`src/rtl/wram_port_pkg.sv`:
```
// Shared definitions for the work-RAM fill port.
// Assumes the four register slots sit at consecutive offsets from a base.
package wram_port_pkg;

    // Register slot selected by the current bus cycle
    typedef enum logic [2:0] {
        SEL_NONE = 3'd0,
        SEL_DATA = 3'd1,
        SEL_PLO  = 3'd2,
        SEL_PMID = 3'd3,
        SEL_PHI  = 3'd4
    } reg_sel_e;

    // Number of decoded slots (data, low, middle, top)
    localparam int unsigned NUM_SLOTS = 4;

endpackage

```
`src/rtl/wram_port_decode.sv`:
```
// Register decoder for the fill port.
// Compares only the low DEC_W address bits against BASE + slot index and
// yields one slot selection per cycle. Assumes at most one bus write per cycle.
module wram_port_decode
    import wram_port_pkg::*;
#(
    parameter int unsigned ADDR_W = 24,
    parameter int unsigned DEC_W  = 16,
    parameter logic [DEC_W-1:0] BASE = 16'h2180
) (
    input  logic              bus_wr,
    input  logic [ADDR_W-1:0] bus_addr,
    output reg_sel_e          sel
);

    logic [DEC_W-1:0]     low_addr;
    logic [NUM_SLOTS-1:0] hit;

    assign low_addr = bus_addr[DEC_W-1:0];

    // One comparator per slot at consecutive offsets from BASE
    for (genvar g = 0; g < NUM_SLOTS; g++) begin : g_slot
        localparam logic [DEC_W-1:0] SLOT_ADDR = BASE + DEC_W'(g);
        assign hit[g] = bus_wr && (low_addr == SLOT_ADDR);
    end

    // Map the one-hot hit vector to a slot selection
    always_comb begin
        sel = SEL_NONE;
        unique case (hit)
            4'b0001: sel = SEL_DATA;
            4'b0010: sel = SEL_PLO;
            4'b0100: sel = SEL_PMID;
            4'b1000: sel = SEL_PHI;
            default: sel = SEL_NONE;
        endcase
    end

endmodule

```
`src/rtl/wram_port_ptr.sv`:
```
// RAM pointer register for the fill port.
// Holds a PTR_W-bit pointer that loads byte-wise (low, middle, top slice)
// and advances by one on each data-port write, wrapping modulo 2**PTR_W.
// Assumes 2*BYTE_W < PTR_W <= 3*BYTE_W.
module wram_port_ptr
    import wram_port_pkg::*;
#(
    parameter int unsigned PTR_W  = 17,
    parameter int unsigned BYTE_W = 8
) (
    input  logic              clk,
    input  logic              rst_n,
    input  reg_sel_e          sel,
    input  logic [BYTE_W-1:0] wdata,
    output logic [PTR_W-1:0]  ptr
);

    localparam int unsigned TOP_W = PTR_W - 2 * BYTE_W;
    localparam int unsigned MID_L = BYTE_W;
    localparam int unsigned TOP_L = 2 * BYTE_W;

    // Load pointer slices or advance after a data write
    always_ff @(posedge clk) begin
        if (!rst_n) begin
            ptr <= '0;
        end else begin
            unique case (sel)
                SEL_DATA: ptr <= ptr + PTR_W'(1);
                SEL_PLO:  ptr[BYTE_W-1:0] <= wdata;
                SEL_PMID: ptr[MID_L +: BYTE_W] <= wdata;
                SEL_PHI:  ptr[TOP_L +: TOP_W] <= wdata[TOP_W-1:0];
                default:  ptr <= ptr;
            endcase
        end
    end

endmodule

```
`src/rtl/wram_port_wr.sv`:
```
// RAM write issue stage for the fill port.
// Registers one RAM write per data-port write, using the pointer value
// from before that write's increment. Address and data hold between writes.
module wram_port_wr
    import wram_port_pkg::*;
#(
    parameter int unsigned PTR_W  = 17,
    parameter int unsigned BYTE_W = 8
) (
    input  logic              clk,
    input  logic              rst_n,
    input  reg_sel_e          sel,
    input  logic [PTR_W-1:0]  ptr,
    input  logic [BYTE_W-1:0] wdata,
    output logic              ram_we,
    output logic [PTR_W-1:0]  ram_addr,
    output logic [BYTE_W-1:0] ram_wdata
);

    // Strobe the RAM enable for one cycle per data write
    always_ff @(posedge clk) begin
        if (!rst_n) ram_we <= 1'b0;
        else        ram_we <= (sel == SEL_DATA);
    end

    // Capture the address and data for the write
    always_ff @(posedge clk) begin
        if (!rst_n) begin
            ram_addr  <= '0;
            ram_wdata <= '0;
        end else if (sel == SEL_DATA) begin
            ram_addr  <= ptr;
            ram_wdata <= wdata;
        end
    end

endmodule

```
`src/rtl/wram_fill_port.sv`:
```
// Auto-incrementing work-RAM fill port (top level).
// Decodes four register slots in the low 16 bus address bits, keeps a
// byte-loadable RAM pointer, and issues one registered RAM write per
// data-port write. Assumes a synchronous RAM that writes on ram_we.
module wram_fill_port
    import wram_port_pkg::*;
#(
    parameter int unsigned ADDR_W = 24,
    parameter int unsigned BYTE_W = 8,
    parameter int unsigned PTR_W  = 17,
    parameter int unsigned DEC_W  = 16,
    parameter logic [DEC_W-1:0] BASE = 16'h2180
) (
    input  logic              clk,
    input  logic              rst_n,
    input  logic              bus_wr,
    input  logic [ADDR_W-1:0] bus_addr,
    input  logic [BYTE_W-1:0] bus_data,
    output logic              ram_we,
    output logic [PTR_W-1:0]  ram_addr,
    output logic [BYTE_W-1:0] ram_wdata
);

    reg_sel_e         sel;
    logic [PTR_W-1:0] ptr_q;

    wram_port_decode #(
        .ADDR_W (ADDR_W),
        .DEC_W  (DEC_W),
        .BASE   (BASE)
    ) u_decode (
        .bus_wr   (bus_wr),
        .bus_addr (bus_addr),
        .sel      (sel)
    );

    wram_port_ptr #(
        .PTR_W  (PTR_W),
        .BYTE_W (BYTE_W)
    ) u_ptr (
        .clk   (clk),
        .rst_n (rst_n),
        .sel   (sel),
        .wdata (bus_data),
        .ptr   (ptr_q)
    );

    wram_port_wr #(
        .PTR_W  (PTR_W),
        .BYTE_W (BYTE_W)
    ) u_wr (
        .clk       (clk),
        .rst_n     (rst_n),
        .sel       (sel),
        .ptr       (ptr_q),
        .wdata     (bus_data),
        .ram_we    (ram_we),
        .ram_addr  (ram_addr),
        .ram_wdata (ram_wdata)
    );

endmodule

```
`config.mk`:
```
export PLATFORM = sky130hd
export DESIGN_NAME = wram_fill_port
export DESIGN_NICKNAME = d
export VERILOG_FILES = /design/src/rtl/wram_port_pkg.sv /design/src/rtl/wram_port_decode.sv /design/src/rtl/wram_port_ptr.sv /design/src/rtl/wram_port_wr.sv /design/src/rtl/wram_fill_port.sv
export SDC_FILE = /design/constraint.sdc
export NUM_CORES = 1
export LEC_CHECK = 0
export CAP_MARGIN = 20
export CORE_MARGIN = 3
export CORE_UTILIZATION = 35
export CTS_BUF_LIST = sky130_fd_sc_hd__clkbuf_8
export CTS_CLUSTER_DIAMETER = 30
export DETAILED_ROUTE_END_ITERATION = 16
export HOLD_SLACK_MARGIN = 0.1
export MAX_ROUTING_LAYER = met4
export PLACE_DENSITY = 0.58
export SYNTH_ARGS = -nofsm -noshare
export SYNTH_HDL_FRONTEND = slang
export SYNTH_SLANG_ARGS = --single-unit
```
`constraint.sdc`:
```
create_clock -name clk -period 2.6 [get_ports clk]
set_clock_uncertainty 0.15 [all_clocks]
set_input_delay 0.52 -clock clk [delete_from_list [all_inputs] [get_ports clk]]
set_output_delay 0.52 -clock clk [all_outputs]
set_load 0.1 [all_outputs]
```
Word level (Yosys, flattened, before mapping) --
Index checks and enable logic that the tools add are counted.
Storage, ports and cells: register bits after elaboration 43, output and inout port bits 26, logic and storage cells 30
Operators by class: add/sub/neg operators 1, eq/ne operators 12, muxes and demuxes 4, reductions and logical operators 7
Operators with widths (count):
- $eq A16 B14 Y1 const B | 4
- $pmux W8 S2 | 2
- $add A17 B1 Y17 const B | 1
- $pmux W3 S4 | 1
- $eq A3 B2 Y1 const B | 2
- $reduce_bool A2 Y1 | 3
- $eq A4 B1 Y1 const B | 1
- $eq A4 B2 Y1 const B | 1
- $eq A4 B3 Y1 const B | 1
- $eq A4 B4 Y1 const B | 1
- $logic_and A1 B1 Y1 | 4
- $eq A3 B1 Y1 const B | 1
- $eq A3 B3 Y1 const B | 1
- $pmux W1 S2 | 1

Depth between registers and ports, before layout --
word-level depth 6, depth in mapped cells 8, mapped depth without buffers 6

By module --
From an unflattened synthesis, not the netlist that was laid out.
Unflattened totals: cell total of the unflattened synthesis 259, area, all modules 2213.4 um^2
Modules (own cells, without submodules):
- wram_port_ptr | times used 1, cells an instance 137, area an instance 1072.3 um^2, seq. area each 340.3 um^2
- wram_port_wr | times used 1, cells an instance 112, area an instance 1058.5 um^2, seq. area each 520.5 um^2
- wram_port_decode | times used 1, cells an instance 10, area an instance 82.6 um^2, seq. area each 0.0 um^2

Worst setup path after synthesis --
OpenSTA, ideal clock, no wires.
path type input -> register, from in bus_addr[0], to reg u_wr.ram_addr[0], arrival time 1715 ps, required time 2318 ps, slack 603 ps, stages on the path 8, buffers on the path 3, cells stage by stage buf_4 nor4_4 nand4_4 nand2b_1 buf_2 buf_6 nand2_1 a21oi_1
On the way: longest elaborated chain between the ends 5, elaborated cells between the ends (all ways) 14, classes of those cells eq/ne: 9; mux: 1; reduce/logical: 4
Ends and longest elaborated chain:
- start: declaration | line wram_fill_port.sv:17 | input logic [ADDR_W-1:0] bus_addr,
- $eq A16 B14 Y1 | line wram_port_decode.sv:24 | assign hit[g] = bus_wr && (low_addr == SLOT_ADDR);
- $logic_and A1 B1 Y1 | line wram_port_decode.sv:24
- $eq A4 B4 Y1 (tied with other cells) | line wram_port_decode.sv:30 | unique case (hit)
- $pmux W3 S4 (*) | line wram_port_decode.sv:30
- $eq A3 B1 Y1 (*) | line wram_port_wr.sv:31 | end else if (sel == SEL_DATA) begin
- end signal: assignment | line wram_port_wr.sv:32 | ram_addr <= ptr;
- end: declaration | line wram_port_wr.sv:16 | output logic [PTR_W-1:0] ram_addr,
Mark *: on every way between the ends. The rest lies on a longest branch, timed or not. A chain may end at the register's enable or synchronous reset.

Worst setup path after layout --
from reg u_ptr.ptr[1], to reg u_ptr.ptr[14]
On the way: longest elaborated chain between the ends 2
Ends and longest elaborated chain:
- start: declaration | line wram_port_ptr.sv:15 | output logic [PTR_W-1:0] ptr
- start signal: assignment | line wram_port_ptr.sv:28 | SEL_DATA: ptr <= ptr + PTR_W'(1);
- start signal: indexed assignment | line wram_port_ptr.sv:29 | SEL_PLO: ptr[BYTE_W-1:0] <= wdata;
- start signal: indexed assignment | line wram_port_ptr.sv:30 | SEL_PMID: ptr[MID_L +: BYTE_W] <= wdata;
- $add A17 B1 Y17 | line wram_port_ptr.sv:28
- $pmux W8 S2 | line wram_port_ptr.sv:27 | unique case (sel)
No other way between the ends.

==> metrics.yaml <==
synth_edf_count: 0
synthMostInstantiatedCell: "nand2_1"
grt_overflow_total: 0
clkLatencyLatePin_ps: 300
num_vias: 2132
numPortBuffers: 52
die_area_mm2: 0.00723
cts_post_setup_buffers_inserted: 0
min_from: "u_wr.ram_addr[4]$_SDFFE_PN0N_"
setup-tns-final_ps: 0
p_leak_nw: 1.03
core_area_mm2: 0.00599
finalInstanceArea_mm2: 0.00281
max_slew_margin_pct: 57.1
hold_slack_ps: 301
timing.final.crit_period_ps: 2150
yosys.area.top_type: "dfxtp_1"
place_area_mm2: 0.00271
fmax_mhz: 464
finalMaxSlewViolations: 0
critPathKind: "reg2reg"
setup_viol: 0
rsz0062_at_grt: "no"
max_cap_violations: 0
dp_hpwl_um: 4320
n_fill_cell: 591
worstSetupStartpoint: "u_ptr.ptr[1]$_SDFFE_PN0P_"
synth_area_mm2: 0.00218
power_mw: 1.23
power_density_mw_per_mm2: 439
grt_pass1_vias: 2115
vdd_ir_drop_max_uv: 228
period_share_pct: 82.9
cts_buffers: 5
rows: 28
initial_core_util_pct: 36.5
start_kind: "register"
worst_pin_slew_ps: 638
cts_hold_buf: 0
fin_util_pct: 46.9
cts_resized: 0
die_h_um: 85.0
grt_antenna_before_repair: 0
wire_per_inst_um: 14.7
ys_types: 48
clockBufferDepth: 2
hold_class: "reg2reg"
required_ps: 2620
syn_nets: 311
finalHoldViolations: 0
clkSinkCount: 43
pin_count: 61
ys_ff_latch: 43
wl_um: 5920
crit_fanout: 6
ys_warn_count: 0
seq_area_frac_synth_pct: 39.4
r2r_start: "u_ptr.ptr[1]$_SDFFE_PN0P_"
clk_pin_slew_ps: 80
gp_congestion: 0.881
synth_flop_cell: "dfxtp_1"
critPathArrivalTime_ps: 2180
reg2reg_slack_ps: 450
nets: 362
synth.area.top_cells: "dfxtp_1 39%, nand2_1 12%, a21oi_1 10%"
dr.pass1.iters: 4
grt_pass1_wl_um: 10100
num_antenna_cells: 0
async_reset_ff_share_pct: 0
h-tree-depth: 2
synth_top_area_share_pct: 39.4
synth_cells: 275
cp-end-kind: "register"
grt_max_degree: 26
drt_iter0_drc: 108
ant_nets: 0
track_usage_pct: 17.7
vias_per_cell: 5.30
clockRootBuffer: "clkbuf_8"
drcViolationCount: 0
area_delta_synth_final_pct: 28.5
cts_tree: "yes"
yosys-top-cells-count: "71 x nand2_1, 44 x a21oi_1, 43 x dfxtp_1, 12 x nor2_1, 10 x nor3_1"
drive_gt1_share_pct: 17.7
outcome: "finished, final reports clean"
die_w_um: 85.0
synth_area_per_cell_um2: 7.94
-- registers in the layout, summed over array words and instances, names as in the netlist --
register and cells:
u_wr.ram_addr 17, u_wr.ram_wdata 8, u_wr.ram_we 1, u_ptr.ptr 17
-- cell families after synthesis --
kind of cell	after synthesis	synth area share [%]
multiplexers	1	0.515
buffers and inverters	22	5.90
AND/OR/NAND/NOR	128	31.7
flip-flops	43	39.4
adder cells (fa/ha/maj)	1	0.573
AO/OA/AOI/OAI	80	21.9
-- layer usage --
layer | GRT usage, % | vias up | wire [um]
li1 | - | 1082 | -
met1 | 22.9 | 992 | 2880
met2 | 27.3 | 48 | 2640
met3 | 4.37 | 10 | 303
met4 | 5.61 | 0 | 93
met5 | - | - | 0
-- worst paths after layout --
path | end | cells past startpoint
worst max-delay path | u_ptr.ptr[14]$_SDFFE_PN0P_ | 6
worst min-delay path | u_wr.ram_addr[4]$_SDFFE_PN0N_ | 2
worst min register to register | u_wr.ram_addr[4]$_SDFFE_PN0N_ | 2
worst max register to register | u_ptr.ptr[14]$_SDFFE_PN0P_ | 6
-- where the power goes --
part	switching (mW)	total, mW	internal [mW]
Combinational	0.0551	0.111	0.0555
Clock	0.225	0.463	0.238
Sequential	0.00000529	0.658	0.658
Total	0.280	1.23	0.952
-- critical path: stages, from the launching register on --
cell     delay [ps]
dfxtp_1         460
ha_1            320
nand4_1         120
nor3_1          510
nand3_1         190
a21oi_1         180
o32ai_1         100
-- per-stage QoR --
| step | worst slack (ps) | instances |
|---|---|---|
| after global routing | 254 | 402 |
| after global placement | 131 | 394 |
| after floorplan | 603 | 275 |
| after CTS | 448 | 402 |
| final | 445 | 402 |
| after detailed placement | 140 | 394 |
-- layout make-up --
type / instances / area [um^2] / area share (%)
Clock buffer: 7 / 96.3 / 3.43
Inverter: 4 / 15.0 / 0.535
Multi-Input combinational cell: 210 / 1190 / 42.6
Sequential cell: 43 / 861 / 30.7
Timing Repair Buffer: 62 / 543 / 19.3
Tap cell: 75 / 93.8 / 3.34
Clock inverter: 1 / 3.75 / 0.134
-- cells in the final DEF, fill, tap and decap left out, types with 4 or more instances in the layout --
cell,Yosys,layout
dfxtp_1,43,43
a21oi_1,44,44
nor2_1,12,12
and4_1,4,4
o21ai_1,8,8
clkbuf_8,0,7
nand3_1,8,8
inv_1,3,4
buf_4,1,35
nand2_1,71,71
clkdlybuf4s50_1,0,26
nor3_1,10,10
o31ai_1,4,4
No activity file was read; power rests on OpenSTA's default activity.
